[config.mk]
export PLATFORM = sky130hd
export DESIGN_NAME = spi_flash_master
export DESIGN_NICKNAME = d
export VERILOG_FILES = /design/src/rtl/spi_fm_pkg.sv /design/src/rtl/spi_fm_regs.sv /design/src/rtl/spi_fm_bitclk.sv /design/src/rtl/spi_fm_seq.sv /design/src/rtl/spi_flash_master.sv
export SDC_FILE = /design/constraint.sdc
export NUM_CORES = 1
export LEC_CHECK = 0
export BUFFER_PORTS_ARGS = -buffer_cell sky130_fd_sc_hd__buf_2
export CAP_MARGIN = 20
export CORE_MARGIN = 2
export CORE_UTILIZATION = 35
export CTS_BUF_LIST = sky130_fd_sc_hd__clkbuf_8
export DETAILED_ROUTE_END_ITERATION = 8
export HOLD_SLACK_MARGIN = 0.06
export SYNTH_ARGS = -nofsm -noshare
export SYNTH_HDL_FRONTEND = slang
export SYNTH_SLANG_ARGS = --single-unit
[constraint.sdc]
create_clock -name clk -period 13.45 [get_ports clk]
set_clock_uncertainty 0.2 [all_clocks]
set_input_delay 0 -clock clk [delete_from_list [all_inputs] [get_ports clk]]
set_output_delay 0 -clock clk [all_outputs]
set_load 0.005 [all_outputs]
[src/rtl/spi_fm_pkg.sv]
package spi_fm_pkg;
    localparam int ADDR_W     = 4;
    localparam int DATA_WORDS = 8;
    localparam int OPC_BYTES  = 4;
    localparam int BUF_BYTES  = OPC_BYTES + 4 * DATA_WORDS;
    localparam int BIDX_W     = $clog2(BUF_BYTES);
    localparam int CNT_W      = 12;

    localparam logic [ADDR_W-1:0] A_XFER   = ADDR_W'(0);
    localparam logic [ADDR_W-1:0] A_OPCODE = ADDR_W'(1);
    localparam logic [ADDR_W-1:0] A_DATA0  = ADDR_W'(2);
    localparam logic [ADDR_W-1:0] A_CFG    = ADDR_W'(2 + DATA_WORDS);
    localparam logic [ADDR_W-1:0] A_COUNT  = ADDR_W'(3 + DATA_WORDS);
    localparam logic [ADDR_W-1:0] A_CSEL   = ADDR_W'(4 + DATA_WORDS);

    localparam int START_BIT = 8;
    localparam int BUSY_BIT  = 16;
    localparam int LSBF_BIT  = 3;
    localparam int DIV_LSB   = 16;

    typedef enum logic [2:0] {
        ST_IDLE,
        ST_OPC,
        ST_TXD,
        ST_RXD,
        ST_FIN
    } seq_state_t;
endpackage

[src/rtl/spi_fm_regs.sv]
module spi_fm_regs
    import spi_fm_pkg::*;
#(
    parameter int NCS   = 2,
    parameter int DIV_W = 12
) (
    input  logic              clk,
    input  logic              rst_n,
    input  logic              wr_en,
    input  logic [ADDR_W-1:0] addr,
    input  logic [31:0]       wdata,
    output logic [31:0]       rdata,
    input  logic              busy,
    output logic              start,
    output logic [DIV_W-1:0]  div,
    output logic              lsb_first,
    output logic [7:0]        op_bits,
    output logic [CNT_W-1:0]  tx_bits,
    output logic [CNT_W-1:0]  rx_bits,
    output logic [NCS-1:0]    csel,
    input  logic [BIDX_W-1:0] tx_idx,
    output logic [7:0]        tx_byte,
    input  logic              rx_we,
    input  logic [BIDX_W-1:0] rx_idx,
    input  logic [2:0]        rx_pos,
    input  logic              rx_bit
);
    logic [7:0]       buf_q [BUF_BYTES];
    logic [DIV_W-1:0] div_q;
    logic             lsb_q;
    logic [7:0]       op_q;
    logic [CNT_W-1:0] tx_q;
    logic [CNT_W-1:0] rx_q;
    logic [NCS-1:0]   csel_q;

    assign start = wr_en && (addr == A_XFER) && wdata[START_BIT] && !busy;

    always_ff @(posedge clk or negedge rst_n) begin
        if (!rst_n) begin
            for (int i = 0; i < BUF_BYTES; i++) buf_q[i] <= '0;
            div_q  <= '0;
            lsb_q  <= 1'b0;
            op_q   <= '0;
            tx_q   <= '0;
            rx_q   <= '0;
            csel_q <= '0;
        end else begin
            if (wr_en) begin
                if (addr == A_OPCODE) begin
                    for (int b = 0; b < OPC_BYTES; b++)
                        buf_q[b] <= wdata[8*(OPC_BYTES-1-b) +: 8];
                end
                for (int w = 0; w < DATA_WORDS; w++) begin
                    if (addr == ADDR_W'(int'(A_DATA0) + w)) begin
                        for (int b = 0; b < 4; b++)
                            buf_q[OPC_BYTES + 4*w + b] <= wdata[8*b +: 8];
                    end
                end
                if (addr == A_CFG) begin
                    div_q <= wdata[DIV_LSB +: DIV_W];
                    lsb_q <= wdata[LSBF_BIT];
                end
                if (addr == A_COUNT) begin
                    op_q <= wdata[31:24];
                    rx_q <= wdata[23:12];
                    tx_q <= wdata[11:0];
                end
                if (addr == A_CSEL) csel_q <= wdata[NCS-1:0];
            end
            if (rx_we && (int'(rx_idx) < BUF_BYTES))
                buf_q[rx_idx][rx_pos] <= rx_bit;
        end
    end

    always_comb begin
        rdata = '0;
        if (addr == A_XFER)   rdata[BUSY_BIT] = busy;
        if (addr == A_OPCODE) begin
            for (int b = 0; b < OPC_BYTES; b++)
                rdata[8*(OPC_BYTES-1-b) +: 8] = buf_q[b];
        end
        for (int w = 0; w < DATA_WORDS; w++) begin
            if (addr == ADDR_W'(int'(A_DATA0) + w)) begin
                for (int b = 0; b < 4; b++)
                    rdata[8*b +: 8] = buf_q[OPC_BYTES + 4*w + b];
            end
        end
        if (addr == A_CFG) begin
            rdata[DIV_LSB +: DIV_W] = div_q;
            rdata[LSBF_BIT]         = lsb_q;
        end
        if (addr == A_COUNT) rdata = {op_q, rx_q, tx_q};
        if (addr == A_CSEL)  rdata[NCS-1:0] = csel_q;
    end

    assign tx_byte   = (int'(tx_idx) < BUF_BYTES) ? buf_q[tx_idx] : 8'h00;
    assign div       = div_q;
    assign lsb_first = lsb_q;
    assign op_bits   = op_q;
    assign tx_bits   = tx_q;
    assign rx_bits   = rx_q;
    assign csel      = csel_q;
endmodule

[src/rtl/spi_fm_bitclk.sv]
module spi_fm_bitclk #(
    parameter int DIV_W = 12
) (
    input  logic             clk,
    input  logic             rst_n,
    input  logic             run,
    input  logic [DIV_W-1:0] div,
    output logic             sck_hi,
    output logic             rise_now,
    output logic             bit_last
);
    localparam int R_W = DIV_W + 1;

    logic [R_W-1:0] ratio;
    logic [R_W-1:0] low_len;
    logic [R_W-1:0] cnt_q;

    assign ratio   = R_W'(div) + R_W'(2);
    assign low_len = ratio - (ratio >> 1);

    always_ff @(posedge clk or negedge rst_n) begin
        if (!rst_n)                        cnt_q <= '0;
        else if (!run)                     cnt_q <= '0;
        else if (cnt_q == ratio - 1'b1)    cnt_q <= '0;
        else                               cnt_q <= cnt_q + 1'b1;
    end

    assign sck_hi   = run && (cnt_q >= low_len);
    assign rise_now = run && (cnt_q == low_len - 1'b1);
    assign bit_last = run && (cnt_q == ratio - 1'b1);
endmodule

[src/rtl/spi_fm_seq.sv]
module spi_fm_seq
    import spi_fm_pkg::*;
#(
    parameter int DIV_W = 12
) (
    input  logic              clk,
    input  logic              rst_n,
    input  logic              start,
    input  logic [7:0]        op_bits,
    input  logic [CNT_W-1:0]  tx_bits,
    input  logic [CNT_W-1:0]  rx_bits,
    input  logic              lsb_first,
    input  logic [DIV_W-1:0]  div,
    input  logic [7:0]        tx_byte,
    input  logic              miso,
    output logic [BIDX_W-1:0] byte_idx,
    output logic              rx_we,
    output logic [2:0]        bit_pos,
    output logic              rx_bit,
    output logic              busy,
    output logic              sck,
    output logic              mosi,
    output seq_state_t        state
);
    seq_state_t       state_q, state_d;
    logic [CNT_W-1:0] bitcnt_q;
    logic [CNT_W-1:0] cur_len;
    logic             run, sck_hi, rise_now, bit_last, phase_done;
    seq_state_t       after_opc, after_txd, after_rxd;

    spi_fm_bitclk #(.DIV_W(DIV_W)) u_bitclk (
        .clk      (clk),
        .rst_n    (rst_n),
        .run      (run),
        .div      (div),
        .sck_hi   (sck_hi),
        .rise_now (rise_now),
        .bit_last (bit_last)
    );

    // next nonempty phase after each point of the fixed order
    assign after_rxd = (rx_bits != '0) ? ST_RXD : ST_FIN;
    assign after_txd = (tx_bits != '0) ? ST_TXD : after_rxd;
    assign after_opc = (op_bits != '0) ? ST_OPC : after_txd;

    assign phase_done = bit_last && (bitcnt_q == cur_len - 1'b1);

    always_ff @(posedge clk or negedge rst_n) begin
        if (!rst_n) state_q <= ST_IDLE;
        else        state_q <= state_d;
    end

    always_comb begin
        state_d = state_q;
        unique case (state_q)
            ST_IDLE: if (start)      state_d = after_opc;
            ST_OPC:  if (phase_done) state_d = after_txd;
            ST_TXD:  if (phase_done) state_d = after_rxd;
            ST_RXD:  if (phase_done) state_d = ST_FIN;
            ST_FIN:                  state_d = ST_IDLE;
            default:                 state_d = ST_IDLE;
        endcase
    end

    always_ff @(posedge clk or negedge rst_n) begin
        if (!rst_n)                  bitcnt_q <= '0;
        else if (state_d != state_q) bitcnt_q <= '0;
        else if (bit_last)           bitcnt_q <= bitcnt_q + 1'b1;
    end

    always_comb begin
        run      = 1'b0;
        cur_len  = '0;
        byte_idx = BIDX_W'(bitcnt_q >> 3) + BIDX_W'(OPC_BYTES);
        mosi     = 1'b0;
        rx_we    = 1'b0;
        bit_pos  = lsb_first ? bitcnt_q[2:0] : (3'd7 - bitcnt_q[2:0]);
        unique case (state_q)
            ST_IDLE: ;
            ST_OPC: begin
                run      = 1'b1;
                cur_len  = CNT_W'(op_bits);
                byte_idx = BIDX_W'(bitcnt_q >> 3);
                mosi     = tx_byte[bit_pos];
            end
            ST_TXD: begin
                run     = 1'b1;
                cur_len = tx_bits;
                mosi    = tx_byte[bit_pos];
            end
            ST_RXD: begin
                run     = 1'b1;
                cur_len = rx_bits;
                rx_we   = rise_now;
            end
            ST_FIN: ;
            default: ;
        endcase
    end

    assign rx_bit = miso;
    assign busy   = (state_q != ST_IDLE);
    assign sck    = sck_hi;
    assign state  = state_q;
endmodule

[src/rtl/spi_flash_master.sv]
module spi_flash_master
    import spi_fm_pkg::*;
#(
    parameter int NCS   = 2,
    parameter int DIV_W = 12
) (
    input  logic              clk,
    input  logic              rst_n,
    input  logic              wr_en,
    input  logic [ADDR_W-1:0] addr,
    input  logic [31:0]       wdata,
    output logic [31:0]       rdata,
    output logic              sck,
    output logic              mosi,
    input  logic              miso,
    output logic [NCS-1:0]    cs_n
);
    logic              busy_w, start_w, lsb_w, rx_we_w, rx_bit_w;
    logic [DIV_W-1:0]  div_w;
    logic [7:0]        op_w, tx_byte_w;
    logic [CNT_W-1:0]  txb_w, rxb_w;
    logic [NCS-1:0]    csel_w;
    logic [BIDX_W-1:0] idx_w;
    logic [2:0]        pos_w;
    seq_state_t        seq_state_w;

    spi_fm_regs #(.NCS(NCS), .DIV_W(DIV_W)) u_regs (
        .clk       (clk),
        .rst_n     (rst_n),
        .wr_en     (wr_en),
        .addr      (addr),
        .wdata     (wdata),
        .rdata     (rdata),
        .busy      (busy_w),
        .start     (start_w),
        .div       (div_w),
        .lsb_first (lsb_w),
        .op_bits   (op_w),
        .tx_bits   (txb_w),
        .rx_bits   (rxb_w),
        .csel      (csel_w),
        .tx_idx    (idx_w),
        .tx_byte   (tx_byte_w),
        .rx_we     (rx_we_w),
        .rx_idx    (idx_w),
        .rx_pos    (pos_w),
        .rx_bit    (rx_bit_w)
    );

    spi_fm_seq #(.DIV_W(DIV_W)) u_seq (
        .clk       (clk),
        .rst_n     (rst_n),
        .start     (start_w),
        .op_bits   (op_w),
        .tx_bits   (txb_w),
        .rx_bits   (rxb_w),
        .lsb_first (lsb_w),
        .div       (div_w),
        .tx_byte   (tx_byte_w),
        .miso      (miso),
        .byte_idx  (idx_w),
        .rx_we     (rx_we_w),
        .bit_pos   (pos_w),
        .rx_bit    (rx_bit_w),
        .busy      (busy_w),
        .sck       (sck),
        .mosi      (mosi),
        .state     (seq_state_w)
    );

    assign cs_n = ~csel_w;
endmodule

# Word-level counts from Yosys, hierarchy flattened
# Cells that the tools add are included.
totals:
  word_cells: 158
  ff_bits: 363
  out_inout_bits: 36
  inputBits: 40
classes:
  order_cmp: 6
  eq_ne: 19
  add_sub_neg: 9
  n_mux: 54
  n_reduce_logical: 23
  bitwise: 2
op_table:
  columns: ["cell", "n"]
  rows:
  - ["$mux 32", 19]
  - ["$mux 288", 2]
  - ["$bwmux 288", 1]
  - ["$bmux 8 s6", 1]
  - ["$demux 8 s6", 1]
  - ["$mux 12", 3]
  - ["$pmux 12 s3", 1]
  - ["$mux 8", 4]
  - ["$eq 13x13->1", 2]
  - ["$mux 13", 2]
  - ["$sub 13x1->13 const B", 2]
  - ["$mux 3", 8]
  - ["$reduce_bool 12->1", 2]
  - ["$eq 4x4->1 const B", 5]
  - ["$eq 4x3->1 const B", 4]
  - ["$add 12x2->13 const B", 1]
  - ["$add 13x1->13 const B", 1]
  - ["$ge 13x13->1", 1]
  - ["$sub 13x12->13", 1]
  - ["$add 12x1->12 const B", 1]
  - ["$eq 12x12->1", 1]
  - ["$pmux 3 s4", 1]
  - ["$sub 12x1->12 const B", 1]
  - ["$logic_and 1x1->1", 10]
  - ["other kinds (28)", 38]

# Logic depth before layout (Yosys ltp)
depth:
  word_depth: 14
  mapped_depth: 20
  depth_no_buf: 17

# By module
# From an unflattened synthesis, not the netlist that was laid out.
hier_totals:
  hier_cells: 3040
  area_unflattened_um2: 27865.5
modules_own_cells:
  columns: ["mod", "cells_per_inst", "n_inst", "area_per_inst_um2", "seq_area_each_um2"]
  rows:
  - ["spi_fm_regs", 2445, 1, 22794.4, 8383.0]
  - ["spi_fm_bitclk", 361, 1, 2915.3, 325.3]
  - ["spi_fm_seq", 232, 1, 2148.3, 375.4]
  - ["spi_flash_master", 2, 1, 7.5, 0.0]

# Least setup slack after synthesis
# Ideal clock, no wire load.
synth_path:
  path_type: "register to register"
  startpoint: "register u_regs.div_q[1] (netlist: u_regs.div[1])"
  endpoint: "register u_regs.buf_q[120] (netlist bit)"
  n_path_buf: 4
  arrival_ns: 4.753
  t_required_ns: 13.122
  stages_incl_launch_ff: 20
  setup_slack_ns: 8.370
  synth_period_minus_slack_ns: 5.080
  setup_ns: 0.128
  cell_sequence: "dfrtp_1 > ha_1 > and4_1 > clkbuf_1 > nand2_1 > xor2_1 > ha_1 > buf_1 > nand2_1 > o311ai_0 > a211oi_4 > xor2_1 > or4_1 > a221oi_2 > o211ai_2 > buf_2 > buf_2 > nor3_1 > o21ai_1 > mux2_1"
synth_via:
  elab_chain_len: 8
synth_rtl:
  columns: ["item", "line", "source"]
  rows:
  - ["from (decl)", "spi_fm_regs.sv:29", "logic [DIV_W-1:0] div_q;"]
  - ["from (signal assigned)", "spi_fm_regs.sv:60", "div_q <= wdata[DIV_LSB +: DIV_W];"]
  - ["$add 12x2->13", "spi_fm_bitclk.sv:18", "assign ratio = R_W'(div) + R_W'(2);"]
  - ["$sub 13x12->13", "spi_fm_bitclk.sv:19", "assign low_len = ratio - (ratio >> 1);"]
  - ["$sub 13x1->13", "spi_fm_bitclk.sv:29", "assign rise_now = run && (cnt_q == low_len - 1'b1);"]
  - ["$eq 13x13->1", "spi_fm_bitclk.sv:29", null]
  - ["$logic_and 1x1->1", "spi_fm_bitclk.sv:29", null]
  - ["$mux 1", "spi_fm_seq.sv:78", "unique case (state_q)"]
  - ["$logic_and 1x1->1", "spi_fm_regs.sv:70", "if (rx_we && (int'(rx_idx) < BUF_BYTES))"]
  - ["$mux 288", "spi_fm_regs.sv:70", null]
  - ["to (signal, indexed assignment)", "spi_fm_regs.sv:51", "buf_q[b] <= wdata[8*(OPC_BYTES-1-b) +: 8];"]
  - ["to (signal, indexed assignment)", "spi_fm_regs.sv:56", "buf_q[OPC_BYTES + 4*w + b] <= wdata[8*b +: 8];"]
  - ["to (signal, indexed assignment)", "spi_fm_regs.sv:71", "buf_q[rx_idx][rx_pos] <= rx_bit;"]
  - ["to (decl)", "spi_fm_regs.sv:28", "logic [7:0] buf_q [BUF_BYTES];"]
# Every way passes these cells.
# A chain may end at the register's enable or synchronous reset.

# Worst setup path in the final report
layout_path:
  startpoint: "register u_regs.div_q[3] (netlist: u_regs.div[3])"
  endpoint: "register u_regs.buf_q[253] (netlist bit)"
# The elaborated chain is that of the path after synthesis.

==> results.toml <==
[power]
power_mw = 4.54
power_density_nw_per_um2 = 143
p_leak_nw = 11.6
ir_drop_mv = 0.148

[grt]
antenna_found_initial = 5
grt_first_pass_wirelength_mm = 171
grt_max_degree = 205
grt_pass1_vias = 25300
grt_overflow_total = 0
track_usage = 0.267

[final_layout]
syn2layout_area_growth_pct = 10.2
drive_gt1_frac = 0.224
final_cells = 4153
fin_nets = 3102
design_area_um2 = 31700

[die]
dieArea_um2 = 84600
pin_count = 76
fp.coreArea_um2 = 81700
die-width_um = 291
row_count = 105
start_util = 0.352
fp.dieH_um = 291

[cts]
cts_tree = "done"
cts_sinks = 363
path_clk_slew_ps = 60
root_buffer = "clkbuf_8"
h-tree-depth = 3
clockBufferDepth = 3
cts_buffers = 72
postCtsSetupRepairBufs = 0
clock_latency_ps = 690

[route]
drc_errors = 0
drt_iter0_markers = 4088
drtPass1Iterations = 6
wire_per_inst_um = 28.0
viasPerCell = 6.46
routed-via-count = 26800
wl_mm = 116
ant_nets = 0

[sta]
rsz0062_at_grt = "false"
slew_headroom = 0.124
setup_violations = 0
period_share = 0.505
whs_ps = 142
fmaxAchievable_mhz = 147
min_period_ps = 6790
slew_violations = 0
setup_tns_ps = 0
worst_pin_slew_ps = 1310
timing.final.hold_violations = 0

[yosys]
netlist_area_um2 = 28800
syn_inst = 3102
syn-num-nets = 3176
async_reset_ff_frac = 1.00
synthFlopType = "dfrtp_1"
synth-edff-count = 0
ys_ff_latch = 363
yosysUniqueCellTypes = 89
synth_seq_area_share = 0.315
yosysWarnings = 0
syn_area_per_cell_um2 = 9.28

[critical_path]
rrSetupSlack_ps = 6660
arrival_ps = 7150
crit_type = "reg -> reg"
critPathMaxFanout = 204
r2r_cells = 17
critPathRequiredTime_ps = 13810
crit_end = "u_regs.buf_q[253]"
r2r-start = "u_regs.div[3]"
cp-startpoint = "u_regs.div[3]"
cp-start-kind = "flop"
worst_setup_path_end_kind = "flop"
timing.rr.end = "u_regs.buf_q[253]"

[place]
gp_congestion = 0.915
port_buffers = 75
dp.cells = 3978
dpl_cell_area_um2 = 29800
hpwl_mm = 72.9

[run]
max_cap_viol_count = 0

[status]
status = "finished, final reports clean"

[worst_hold_path]
hold_path.class = "in -> reg"
==> worst min path at each step <==
stage          startpoint                 to  slack (ps)  depth (start not counted)
2_1_floorplan       rst_n    u_regs.buf_q[0]        -500                          0
4_1_cts         wdata[14]  u_regs.rx_bits[2]         120                          3
3_5_place_dp        rst_n  u_regs.buf_q[121]         -60                          1
3_3_place_gp        rst_n  u_regs.buf_q[121]         -80                          1
5_1_grt         wdata[25]      u_regs.div[9]         150                          3
6_report        wdata[25]      u_regs.div[9]         140                          3
==> metal layers <==
layer | up-vias | wire length, µm | global-route usage
met5 | - | 33 | 0
met4 | 4 | 6570 | 0.147
met3 | 382 | 13900 | 0.0655
met2 | 1696 | 49300 | 0.387
met1 | 13300 | 46600 | 0.362
li1 | 11400 | - | -
==> logic make-up (layout without fill, tap and decap cells) <==
group,Yosys count,after routing,share of synthesized area
simple gates,846,846,0.144
mux,707,707,0.292
compound gates,700,700,0.151
flops,363,363,0.315
buf+inv,361,340,0.0499
xor+xnor,91,91,0.0323
fa+ha+maj,34,34,0.0148
other cells,0,2,0
==> cells in the mapped netlist (6+ instances only) <==
master,n,area share
a22oi_1,77,0.020
nand2_1,170,0.022
buf_2,57,0.0099
nand3_1,45,0.0078
xnor2_1,54,0.016
mux2_1,282,0.11
a31oi_1,30,0.0065
a221o_1,8,0.0028
nor3_1,336,0.058
a221oi_1,13,0.0040
mux2_2,355,0.14
inv_1,30,0.0039
mux4_2,43,0.034
o22ai_1,13,0.0028
dfrtp_1,363,0.32
o21ai_1,289,0.050
a21oi_1,76,0.013
and3_1,17,0.0037
a311oi_1,10,0.0030
ha_1,34,0.015
xor2_1,27,0.0082
nand4_1,18,0.0039
o21ai_0,66,0.011
nor4_1,15,0.0033
nor2b_1,20,0.0043
a211oi_1,21,0.0055
mux2i_1,27,0.0094
a21o_1,10,0.0026
nor2_1,141,0.018
and2_1,10,0.0022
o221ai_1,7,0.0021
or4_1,6,0.0016
nor3b_1,9,0.0023
or3_1,7,0.0015
nand2b_1,23,0.0050
a222oi_1,28,0.0097
buf_1,35,0.0046
clkbuf_1,234,0.031
==> area by class of cell <==
type	count	area, µm²
Inverter	33	124
Clock inverter	43	243
Antenna cell	2	5.00
Sequential cell	363	9090
Timing Repair Buffer	180	1380
Clock buffer	84	1160
Multi-Input combinational cell	2378	18400
Tap cell	1070	1340
Fill cell	8152	50000
==> sequential cells by signal (all words and copies together) (netlist names) <==
register / flops
u_seq.u_bitclk.cnt_q: 13
u_regs.tx_bits: 12
u_regs.div: 12
u_seq.state: 3
u_regs.op_bits: 8
u_regs.rx_bits: 12
u_regs.buf_q: 288
u_regs.lsb_first: 1
u_regs.csel: 2
u_seq.bitcnt_q: 12
==> report_power, final <==
| group | leakage (nW) | internal (mW) | switching [mW] |
|---|---|---|---|
| registers | 4.31 | 1.33 | 0.259 |
| logic | 6.44 | 0.757 | 1.04 |
| clock network | 0.829 | 0.593 | 0.563 |
==> placed cells by master (no fill, tap or decap), drive strengths merged, types with 30 or more instances in the layout <==
master,n
mux2,637
dfrtp,363
o21ai,355
nor3,338
nand2,170
nor2,141
buf,136
clkbuf,84
a21oi,77
a22oi,77
inv,69
xnor2,56
nand3,46
dlygate4sd3,44
mux4,43
ha,34
a31oi,30
==> stage by stage <==
stage | setup WS, ps | util
finish | 6660 | 0.388
floorplan | 8370 | -
CTS | 6780 | 0.388
global route | 6190 | 0.388
global placement | 6740 | 0.365
detailed placement | 6760 | 0.365
==> worst max-delay path, cell delays in order (launching register included) <==
cell and delay [ps]:
dfrtp_1 590, nand3_2 270, nor3_1 630, xnor2_1 260, ha_1 500, nor3b_1 90
a21oi_1 130, o311ai_0 210, a211oi_4 350, nand4_2 170, nor4_2 430, xnor3_1 320
o211ai_4 120, buf_4 770, buf_12 730, nor3_1 180, o21ai_1 140, mux2_1 340
==> timing repair <==
| action | CTS | global route |
|---|---|---|
| endpoints found under the hold margin | 516 | 0 |
| resized for setup | 0 | 0 |
| hold buffers | 45 | 0 |
(Power assumes the default switching activity.)
